## src/rtl/lirq_pkg.sv

```systemverilog
package lirq_pkg;

    // What the counter does on a given cycle
    typedef enum logic [1:0] {
        STEP_HOLD = 2'd0,
        STEP_DEC  = 2'd1,
        STEP_LOAD = 2'd2
    } step_e;

    // Decoded per-cycle control for the counter
    typedef struct packed {
        step_e step;
        logic  in_window;
    } line_ctl_t;

    // Window membership: lines 0 .. last_dec inclusive count down
    function automatic logic line_in_window(input logic [8:0] num,
                                            input logic [8:0] last_dec);
        return num <= last_dec;
    endfunction

    function automatic step_e pick_step(input logic stb, input logic in_win);
        if (!stb)
            return STEP_HOLD;
        else if (in_win)
            return STEP_DEC;
        else
            return STEP_LOAD;
    endfunction

endpackage

```

## src/rtl/lirq_window.sv

```systemverilog
module lirq_window
    import lirq_pkg::*;
#(
    parameter int LINE_W       = 9,
    parameter int ACTIVE_LINES = 192
) (
    input  logic              line_stb,
    input  logic [LINE_W-1:0] line_num,
    output line_ctl_t         ctl
);
    localparam logic [8:0] LAST_DEC = 9'(ACTIVE_LINES);

    logic [8:0] num_ext;
    logic       in_win;

    generate
        if (LINE_W >= 9) begin : g_trunc
            assign num_ext = line_num[8:0];
        end else begin : g_pad
            assign num_ext = {{(9-LINE_W){1'b0}}, line_num};
        end
    endgenerate

    always_comb begin
        in_win        = line_in_window(num_ext, LAST_DEC);
        ctl.in_window = in_win;
        ctl.step      = pick_step(line_stb, in_win);
    end
endmodule

```

## src/rtl/lirq_reload_reg.sv

```systemverilog
module lirq_reload_reg #(
    parameter int          CNT_W     = 8,
    parameter logic [7:0]  RESET_VAL = 8'hFF
) (
    input  logic             clk,
    input  logic             rst,
    input  logic             wr,
    input  logic [CNT_W-1:0] wdata,
    output logic [CNT_W-1:0] value
);
    localparam logic [CNT_W-1:0] RST_V = CNT_W'(RESET_VAL);

    always_ff @(posedge clk) begin
        if (rst)
            value <= RST_V;
        else if (wr)
            value <= wdata;
    end
endmodule

```

## src/rtl/lirq_counter.sv

```systemverilog
module lirq_counter
    import lirq_pkg::*;
#(
    parameter int          CNT_W     = 8,
    parameter logic [7:0]  RESET_VAL = 8'hFF
) (
    input  logic             clk,
    input  logic             rst,
    input  step_e            step,
    input  logic [CNT_W-1:0] reload_val,
    output logic [CNT_W-1:0] count,
    output logic             uflow
);
    localparam logic [CNT_W-1:0] RST_V = CNT_W'(RESET_VAL);
    localparam logic [CNT_W-1:0] ONE   = CNT_W'(1);

    logic             at_zero;
    logic [CNT_W-1:0] count_nx;

    always_comb begin
        at_zero  = (count == '0);
        uflow    = (step == STEP_DEC) && at_zero;
        count_nx = count;
        unique case (step)
            STEP_DEC:  count_nx = at_zero ? reload_val : count - ONE;
            STEP_LOAD: count_nx = reload_val;
            default:   count_nx = count;
        endcase
    end

    always_ff @(posedge clk) begin
        if (rst)
            count <= RST_V;
        else
            count <= count_nx;
    end
endmodule

```

## src/rtl/lirq_pending.sv

```systemverilog
module lirq_pending (
    input  logic clk,
    input  logic rst,
    input  logic set,
    input  logic clr,
    output logic flag
);
    // set has priority so an underflow is never lost to a read
    always_ff @(posedge clk) begin
        if (rst)
            flag <= 1'b0;
        else if (set)
            flag <= 1'b1;
        else if (clr)
            flag <= 1'b0;
    end
endmodule

```

## src/rtl/line_irq_counter.sv

```systemverilog
module line_irq_counter
    import lirq_pkg::*;
#(
    parameter int         LINE_W       = 9,
    parameter int         CNT_W        = 8,
    parameter int         ACTIVE_LINES = 192,
    parameter logic [7:0] RELOAD_RESET = 8'hFF
) (
    input  logic              clk,
    input  logic              rst,
    input  logic              line_stb,
    input  logic [LINE_W-1:0] line_num,
    input  logic              reload_wr,
    input  logic [CNT_W-1:0]  reload_data,
    input  logic              line_irq_en,
    input  logic              status_rd,
    input  logic              frame_irq,
    output logic              line_pending,
    output logic              irq
);
    line_ctl_t        ctl;
    logic [CNT_W-1:0] reload_q;
    logic [CNT_W-1:0] count;
    logic             uflow;

    lirq_window #(
        .LINE_W      (LINE_W),
        .ACTIVE_LINES(ACTIVE_LINES)
    ) u_window (
        .line_stb(line_stb),
        .line_num(line_num),
        .ctl     (ctl)
    );

    lirq_reload_reg #(
        .CNT_W    (CNT_W),
        .RESET_VAL(RELOAD_RESET)
    ) u_reload (
        .clk  (clk),
        .rst  (rst),
        .wr   (reload_wr),
        .wdata(reload_data),
        .value(reload_q)
    );

    lirq_counter #(
        .CNT_W    (CNT_W),
        .RESET_VAL(RELOAD_RESET)
    ) u_counter (
        .clk       (clk),
        .rst       (rst),
        .step      (ctl.step),
        .reload_val(reload_q),
        .count     (count),
        .uflow     (uflow)
    );

    lirq_pending u_pending (
        .clk (clk),
        .rst (rst),
        .set (uflow),
        .clr (status_rd),
        .flag(line_pending)
    );

    assign irq = (line_pending && line_irq_en) || frame_irq;
endmodule

```

## config.mk

```make
export PLATFORM = sky130hd
export DESIGN_NAME = line_irq_counter
export DESIGN_NICKNAME = d
export VERILOG_FILES = /design/src/rtl/lirq_pkg.sv /design/src/rtl/lirq_window.sv /design/src/rtl/lirq_reload_reg.sv /design/src/rtl/lirq_counter.sv /design/src/rtl/lirq_pending.sv /design/src/rtl/line_irq_counter.sv
export SDC_FILE = /design/constraint.sdc
export NUM_CORES = 1
export LEC_CHECK = 0
export BUFFER_PORTS_ARGS = -buffer_cell sky130_fd_sc_hd__buf_2
export CORE_UTILIZATION = 50
export CTS_CLUSTER_DIAMETER = 60
export DETAILED_ROUTE_END_ITERATION = 10
export HOLD_SLACK_MARGIN = 0.12
export MAX_ROUTING_LAYER = met4
export PLACE_DENSITY = 0.74
export SYNTH_ARGS = -nofsm -noshare
export SYNTH_HDL_FRONTEND = slang
export SYNTH_SLANG_ARGS = --single-unit
```

## constraint.sdc

```tcl
create_clock -name clk -period 2.3 [get_ports clk]
set_clock_uncertainty 0.1 [all_clocks]
set_input_delay 0.23 -clock clk [delete_from_list [all_inputs] [get_ports clk]]
set_output_delay 0.23 -clock clk [all_outputs]
set_load 0.01 [all_outputs]
```

After elaboration in Yosys (flattened, before gate mapping) --
Cells that the tools add are included.
Word-level totals: register bits 17, input port bits 24
Cells by class: order comparisons 1, reductions and logical operators 6, $add $sub $neg 1, muxes and demuxes 6, equal/unequal tests 2
Operator list (number):
- case mux 8 bit (2 select lines) | 1
- <= comparator 9 x 8 -> 1 bit, second input constant | 1
- logical NOT 8 bit | 1
- two-way mux 8 bit | 1
- subtractor 8 x 1 -> 8 bit, second input constant | 1
- two-way mux 2 bit | 2
- nonzero test 2 bit | 2
- == test 2 x 1 -> 1 bit, second input constant | 1
- == test 2 bit, second input constant | 1
- logical AND 1 bit | 2
- two-way mux 1 bit | 2
- logical OR 1 bit | 1

Longest topological paths before layout --
Gate-level depths: netlist (run 1).
word-level depth 6, mapped depth 7

Cells and area by module --
From an unflattened synthesis (run 1), not the netlist that was laid out.
Unflattened totals: cells, all modules 121, area total of the unflattened synthesis 1073.5 sq um
By module, submodules not included:
- lirq_counter | area an instance 656.9 sq um, instances 1, cells each 81, seq. area each 160.2 sq um
- lirq_reload_reg | area an instance 302.8 sq um, instances 1, cells each 26, seq. area each 160.2 sq um
- lirq_window | area an instance 67.6 sq um, instances 1, cells each 9, seq. area each 0.0 sq um
- lirq_pending | area an instance 38.8 sq um, instances 1, cells each 4, seq. area each 20.0 sq um
- line_irq_counter | area an instance 7.5 sq um, instances 1, cells each 1, seq. area each 0.0 sq um

Least setup slack after synthesis (run 1) --
OpenSTA, ideal clock, no wires.
kind register to register, from register u_counter.count[0], to register u_counter.count[3], clock period less this slack 1.710 ns, data required time 2.076 ns, stages on the path, launching flop included 7, arrival time 1.485 ns, setup slack 0.590 ns, buffers on the path 0, cells stage by stage dfxtp_1 inv_1 ha_1 and4b_4 or2_4 and3_2 a2111o_1
On the way: word-level cells in the longest chain between the ends 3
Ends and longest elaborated chain:
- start, declared | line lirq_counter.sv:11 | output logic [CNT_W-1:0] count,
- start signal, assigned | line lirq_counter.sv:35 | count <= count_nx;
- subtractor 8 x 1 -> 8 bit or logical NOT 8 bit (tied branches) | line lirq_counter.sv:25, lirq_counter.sv:21
- two-way mux 8 bit * | line lirq_counter.sv:25 | STEP_DEC: count_nx = at_zero ? reload_val : count - ONE;
- case mux 8 bit (2 select lines) * | line lirq_counter.sv:24 | unique case (step)
Every way passes the cells marked *; elsewhere a longest branch is shown, timed or not. A chain may end at the register's enable or synchronous reset.

Worst setup path after layout (run 1) --
from register u_counter.count[0], to register u_counter.count[4]
The elaborated chain is that of the path after synthesis.

==> results.cfg, run 1 <==
[status]
status = complete, no violations

[routing]
first_iter_violations = 10
drt-wirelength-per-cell_um = 12.8
drtAntennaViolNets = 0
dr.pass1.iters = 4
drc = 0
viasPerCell = 5.47
routed_wirelength_um = 2050
vias = 875

[placement]
hpwl_um = 1430
gp_congestion = 0.785
io_buffers = 25
dpl_cell_area_um2 = 1040
post-place-cells = 148

[layout]
nNetsFinal = 162
multi_input_area_um2 = 519
final_common_cell = buf_2
layout.cells.non_filler = 160
antennaDiodeCount = 0
final_area_um2 = 1140
final_cell_mix = buf_2, dfxtp_1, nand2_1
area_growth_pct = 26.0
drive_gt1_share_pct = 30.4
fillCellCount = 139
regArea_um2 = 340

[setup_path]
start_kind = register
cp.required_ns = 2.38
cpMaxStageDelayCell = dfxtp_1
worstPathCellList = inv_1 > ha_1 > and4b_4 > or2_4 > and3_2 > a2111o_1
criticalPathCategory = reg2reg
endpoint_kind = register
max_stage_delay_ns = 0.39
path_buf_inv = 1
crit_fanout = 14
cp_data_arrival_time_ns = 1.98
critical_path.top_delay_family = simple AND/OR/NAND/NOR gates

[clock_network]
clock-root-buffer = clkbuf_4
cts_num_sinks = 17
cts_made_buffers = 3
insertion_delay_ns = 0.29
cts_setup_buffers = 0
h-tree-depth = 1
path_clk_slew_ns = 0.09
cts.hold.buffers_added = 8
clockBufferDepth = 2
cts_resized = 0
cts_tree = yes

[timing]
holdWs_ns = 0.140
setup_viol = 0
post-route-period-util_pct = 82.5
finalSetupTns_ns = 0
rsz0062_at_grt = false
min_period_ns = 1.90
fmax_ghz = 0.527
hold_viol = 0
slew_headroom_pct = 75.7
maxSlewViolCount = 0
worst_slew_pin_slew_ns = 0.362

[power_and_ir_drop]
power_uw = 587
ir_drop_mv = 0.405
pwr_density_cell_nw_per_um2 = 513
cellLeakagePower_nw = 0.532

[logic_synthesis]
synth_cells = 102
ys_seq_elements = 17
synth.avg_cell_area_um2 = 8.91
syn_nets = 128
synth.yosys.seq_area_share_pct = 37.5
syn_area_um2 = 908
ys_types = 36
yosys_warnings = 0

[global_routing]
antenna_found_initial = 0
grt_max_degree = 15
grt_first_pass_wirelength_um = 3520
track_usage_pct = 25.0
grt_pass1_vias = 793
grt_overflow = 0

[hold_path]
hold_path_class = in2reg

[floorplan]
die_w_um = 44.6
core_um2 = 1710
initial_utilization_pct = 53.2
io_pins = 26
rows = 15
die_area_um2 = 1990
die_h_um = 44.6

[job]
drv_cap = 0
[final timing paths]
check                startpoint            endpoint  slack [ns]  cells after the start
max          u_counter.count[0]  u_counter.count[4]        0.40                      6
min                   status_rd      u_pending.flag        0.14                      4
max reg2reg  u_counter.count[0]  u_counter.count[4]        0.40                      6
min reg2reg   u_reload.value[3]   u_reload.value[3]        0.40                      2
[metrics by stage]
step                util (%)  worst slack (ns)
floorplan                  -             0.590
global placement        60.8             0.489
detailed placement      60.8             0.429
CTS                     67.0             0.399
global route            67.0             0.308
finish                  67.0             0.402
[layer usage]
layer | vias to the layer above | GRT usage (%) | part of all wire [%]
met3 | 5 | 4.08 | 3.9
met5 | - | - | 0
met2 | 21 | 39.7 | 49
met4 | 0 | 9.09 | 1.6
met1 | 412 | 32.1 | 46
li1 | 437 | - | -
[kinds of logic after synthesis]
| kind of cell | count (synthesis) | synth area share, % |
|---|---|---|
| AND/OR/NAND/NOR | 39 | 24.5 |
| AO/OA/AOI/OAI | 26 | 21.1 |
| flip-flops | 17 | 37.5 |
| buffers and inverters | 10 | 5.37 |
| multiplexers | 8 | 8.82 |
| adder cells (fa/ha/maj) | 2 | 2.75 |
[flip-flops by register name, indices dropped and copies added, names as in the netlist]
name / cells
u_counter.count: 8
u_pending.flag: 1
u_reload.value: 8
[tightest hold or removal path, stage by stage]
cell and delay, ns:
buf_2 0.10, inv_1 0.04, a21oi_1 0.06, nor2_1 0.07
[cells in the mapped netlist]
master | n | share of area [%]
o211ai_1 | 1 | 0.83
a211o_1 | 1 | 0.96
clkbuf_1 | 3 | 1.2
inv_1 | 4 | 1.7
mux2i_1 | 8 | 8.8
a32oi_1 | 1 | 0.96
a21oi_2 | 4 | 3.9
and2b_2 | 1 | 0.96
clkinv_1 | 2 | 0.83
a31oi_1 | 1 | 0.69
o31ai_1 | 2 | 1.7
nand2_1 | 13 | 5.4
ha_1 | 2 | 2.8
or2b_1 | 1 | 0.83
nor4b_1 | 1 | 0.96
a21o_1 | 2 | 1.7
or3_1 | 1 | 0.69
a2111o_1 | 3 | 3.7
o21ai_0 | 5 | 2.8
and3_1 | 1 | 0.69
and4b_4 | 1 | 1.5
nor4_1 | 1 | 0.69
nor3_2 | 1 | 1.1
and3_2 | 3 | 2.5
or2_4 | 1 | 0.96
o21bai_1 | 1 | 0.83
nor4_2 | 1 | 1.4
nand3b_1 | 1 | 0.83
or3_2 | 1 | 0.83
nor2_1 | 8 | 3.3
nor3b_1 | 1 | 0.83
o221ai_1 | 1 | 0.96
a21oi_1 | 4 | 2.2
dfxtp_1 | 17 | 37
nor3_1 | 2 | 1.1
buf_8 | 1 | 1.7
[cell type report]
| type | count | share of cell area, % |
|---|---|---|
| repair buffers | 33 | 17.9 |
| well taps | 25 | 2.73 |
| multi-input cells | 75 | 45.4 |
| flip-flops and latches | 17 | 29.7 |
| inverters | 6 | 1.97 |
| clock buffers | 4 | 2.30 |
[power by group]
group | switching (mW) | internal (mW)
logic | 0.0484 | 0.0541
clock network | 0.0904 | 0.0674
registers | 0.0150 | 0.312
No activity file was read; power rests on OpenSTA's default activity.
==> inputs of run 2 (changes only) <==
==> constraint.sdc (replaced) <==
create_clock -name clk -period 1.9 [get_ports clk]
set_clock_uncertainty 0.1 [all_clocks]
set_input_delay 0.19 -clock clk [delete_from_list [all_inputs] [get_ports clk]]
set_output_delay 0.19 -clock clk [all_outputs]
set_load 0.01 [all_outputs]
==> results.cfg, run 2 (same netlist as run 1, synthesis figures left out) <==
[status]
status = complete, no violations

[floorplan]
die_w_um = 44.6
die_area_um2 = 1990
io_pins = 26
initial_utilization_pct = 53.2
core_um2 = 1710
die_h_um = 44.6
rows = 15

[clock_network]
cts_num_sinks = 17
path_clk_slew_ns = 0.10
cts_tree = yes
cts_made_buffers = 3
cts_setup_buffers = 0
clockBufferDepth = 2
h-tree-depth = 1
insertion_delay_ns = 0.30
clock-root-buffer = clkbuf_4

[setup_path]
max_stage_delay_ns = 0.37
critical_path.top_delay_family = simple AND/OR/NAND/NOR gates
criticalPathCategory = reg2reg
worstPathCellList = inv_1 > ha_1 > and4b_4 > or2_4 > and3_2 > a2111o_1
cp.required_ns = 1.99
cpMaxStageDelayCell = dfxtp_2
endpoint_kind = register
path_buf_inv = 1
crit_fanout = 12
cp_data_arrival_time_ns = 1.94
start_kind = register

[global_routing]
grt_busiest_layer = met2
grt_first_pass_wirelength_um = 3530
grt_max_degree = 14
grt_overflow = 0
use_met3_pct = 2.86
grt_pass1_vias = 812
track_usage_pct = 25.3
grt_use_met2_pct = 46.5
grtUsageMet1_pct = 27.6
antenna_found_initial = 0

[layout]
antennaDiodeCount = 0
final_cell_mix = buf_2, dfxtp_1, nand2_1
drive_gt1_share_pct = 33.6
final_area_um2 = 1190
nNetsFinal = 167
final_common_cell = buf_2
reg.largest.list = u_counter.count x8, u_reload.value x8, u_pending.flag x1
area_growth_pct = 31.1

[routing]
vias = 879
viasPerCell = 5.33
first_iter_violations = 25
drt-wirelength-per-cell_um = 13.4
drc = 0
dr.pass1.iters = 4
drtAntennaViolNets = 0
routed_wirelength_um = 2210

[power_and_ir_drop]
p_sw_uw = 204
comb_power_share_pct = 18.4
pwr-share-seq_pct = 54.0
ir_drop_mv = 0.504
p_int_uw = 529
cellLeakagePower_nw = 0.557
pwr_density_cell_nw_per_um2 = 615
clkPwrFrac_pct = 27.6
power_uw = 733
swShare_pct = 27.8

[placement]
dpl_cell_area_um2 = 1060
gp_congestion = 0.858
place_ws_ns = 0.0263
io_buffers = 25
hpwl_um = 1550

[timing]
holdWs_ns = 0.172
fmax_ghz = 0.542
min_period_ns = 1.84
finalSetupTns_ns = 0
post-route-period-util_pct = 97.1
fin_ws_ns = 0.0553
maxSlewViolCount = 0
setup_viol = 0
worst_slew_pin_slew_ns = 0.429
hold_viol = 0
rsz0062_at_grt = false
slew_headroom_pct = 71.1

[job]
drv_cap = 0

[hold_path]
hold_path_class = in2reg
## run 2: cell count changes in the layout (fill, tap and decap cells not counted), moves of 2 or more
cell	change
buf_4	+3
dlygate4sd3_1	+2
dfxtp_2	+2
dfxtp_1	-2
## run 2: layout make-up
cell class	count	area (um2)
multi-input combinational	75	519
fill	135	517
sequential	17	343
timing repair buffer	38	248
tap	25	31.3
clock buffer	3	22.5
inverter	6	22.5
clock inverter	1	5.00
## run 2: path summary, 6_finish.rpt
check / from / endpoint / slack (ns) / depth (start not counted)
min: line_stb / u_counter.count[1] / 0.17 / 2
max: u_counter.count[0] / u_counter.count[3] / 0.06 / 6
max reg2reg: u_counter.count[0] / u_counter.count[3] / 0.06 / 6
min reg2reg: u_reload.value[1] / u_reload.value[1] / 0.39 / 2
## run 2: through the flow
step / util, % / instances
finish: 69.7 / 165
global route: 69.7 / 165
global placement: 62.1 / 151
floorplan: - / 102
CTS: 69.6 / 165
detailed placement: 62.1 / 151
## run 2: power by group through the flow
| stage | clock, mW | sequential [mW] | combinational [mW] |
|---|---|---|---|
| 5_1_grt | 0.215 | 0.399 | 0.148 |
| 3_3_place_gp | 0 | 0.401 | 0.113 |
| 4_1_cts | 0.201 | 0.395 | 0.133 |
| 3_5_place_dp | 0 | 0.403 | 0.116 |
| 6_report | 0.202 | 0.396 | 0.135 |
| 2_1_floorplan | 0 | 0.397 | 0.0779 |
## run 2: repair_timing
action | in CTS | in global routing
endpoints found under the setup margin | 0 | 5
resized for setup | 0 | 3
hold buffers | 10 | 0
hold endpoints to repair | 9 | 0
## run 2: layer usage
| metal | wire (um) | part of all wire, % | vias up |
|---|---|---|---|
| li1 | - | - | 447 |
| met3 | 80 | 3.6 | 5 |
| met2 | 1150 | 52 | 23 |
| met4 | 36 | 1.6 | 0 |
| met1 | 938 | 43 | 404 |
| met5 | 0 | 0 | - |
==> inputs of run 3 (changes only) <==
--- a/config.mk
+++ b/config.mk
@@ -12,6 +12,7 @@
 export HOLD_SLACK_MARGIN = 0.12
 export MAX_ROUTING_LAYER = met4
 export PLACE_DENSITY = 0.74
+export RECOVER_POWER = 25
 export SYNTH_ARGS = -nofsm -noshare
 export SYNTH_HDL_FRONTEND = slang
 export SYNTH_SLANG_ARGS = --single-unit
==> results.cfg, run 3 (same netlist as run 1, synthesis figures left out) <==
[timing]
setup_viol = 0
maxSlewViolCount = 0
worst_slew_pin_slew_ns = 0.489
min_period_ns = 1.84
holdWs_ns = 0.172
post-route-period-util_pct = 97.1
rsz0062_at_grt = false
slew_headroom_pct = 67.4
finalSetupTns_ns = 0
hold_viol = 0
fmax_ghz = 0.542

[routing]
drtAntennaViolNets = 0
dr.pass1.iters = 4
viasPerCell = 5.33
drc = 0
drt-wirelength-per-cell_um = 13.4
vias = 880
first_iter_violations = 25
routed_wirelength_um = 2210

[floorplan]
die_w_um = 44.6
die_h_um = 44.6
initial_utilization_pct = 53.2
io_pins = 26
core_um2 = 1710
rows = 15
die_area_um2 = 1990

[layout]
antennaDiodeCount = 0
reg.largest.list = u_counter.count x8, u_reload.value x8, u_pending.flag x1
nNetsFinal = 167
final_common_cell = buf_2
final_cell_mix = buf_2, dfxtp_1, nand2_1
final_util_pct = 69.5
drive_gt1_share_pct = 31.4
area_growth_pct = 30.7

[setup_path]
rrSetupSlack_ns = 0.06
cp_data_arrival_time_ns = 1.94
r2r-end = u_counter.count[3]
crit_fanout = 12
cp.required_ns = 1.99
reg2reg_from = u_counter.count[0]
endpoint_kind = register
start_kind = register
reg2regPathDepth = 6
criticalPathCategory = reg2reg

[clock_network]
h-tree-depth = 1
cts_made_buffers = 3
cts_tree = yes
insertion_delay_ns = 0.30
clock-root-buffer = clkbuf_4
clockBufferDepth = 2
path_clk_slew_ns = 0.10
cts_num_sinks = 17

[power_and_ir_drop]
power_uw = 732
pwr_density_cell_nw_per_um2 = 617
cellLeakagePower_nw = 0.547
ir_drop_mv = 0.503

[status]
status = complete, no violations

[hold_path]
holdPathStages = 2
min_to = u_counter.count[1]
min_from = line_stb
hold_path_class = in2reg

[global_routing]
antenna_found_initial = 0
grt_pass1_vias = 812
track_usage_pct = 25.3
grt_overflow = 0
grt_first_pass_wirelength_um = 3530
grt_max_degree = 14

[placement]
io_buffers = 25
hpwl_um = 1550
gp_congestion = 0.858

[job]
drv_cap = 0
run 3: final cells by class:
class / instances / area, um2
fillers: 137 / 520
repair buffers: 38 / 244
flip-flops and latches: 17 / 343
clock inverters: 1 / 5.00
well taps: 25 / 31.3
multi-input cells: 75 / 519
inverters: 6 / 22.5
clock buffers: 3 / 22.5
run 3: worst max-delay path: stages (launching register included):
cell and delay, ns:
dfxtp_2 0.37, inv_1 0.07, ha_1 0.20, and4b_4 0.19, or2_4 0.29, and3_2 0.23
a2111o_1 0.29
run 3: repair_timing:
action,CTS,global route
hold buffers,10,0
setup endpoints to repair,0,5
gates resized for setup,0,3
setup buffers,0,0
endpoints found under the hold margin,9,0
run 3: per-stage QoR:
stage          worst slack (ns)  cells  instance area [um2]
2_1_floorplan             0.190    102                  908
4_1_cts                  0.0109    165                 1190
6_report                 0.0553    165                 1190
5_1_grt                0.000122    165                 1190
3_5_place_dp             0.0263    151                 1060
3_3_place_gp              0.105    151                 1060
run 3: how the worst max path moves through the flow:
stage | to | slack (ns) | startpoint
floorplan | u_counter.count[3] | 0.19 | u_counter.count[0]
global placement | u_counter.count[3] | 0.10 | u_counter.count[0]
detailed placement | u_counter.count[4] | 0.03 | u_counter.count[0]
CTS | u_counter.count[4] | 0.01 | u_counter.count[0]
global route | u_counter.count[2] | 0.0001 | u_counter.count[4]
finish | u_counter.count[3] | 0.06 | u_counter.count[0]
run 3: routing by layer:
layer	up-vias	wire length, um	track usage (%)
li1	446	-	-
met1	406	939	27.6
met2	23	1150	46.5
met3	5	80	2.86
met4	0	36	9.70
met5	-	0	-
run 3: power by group:
part           leakage, nW  internal, mW  switching [mW]
sequential           0.140         0.378          0.0176
clock               0.0177        0.0786           0.124
combinational        0.389        0.0717          0.0624
total                0.547         0.528           0.204
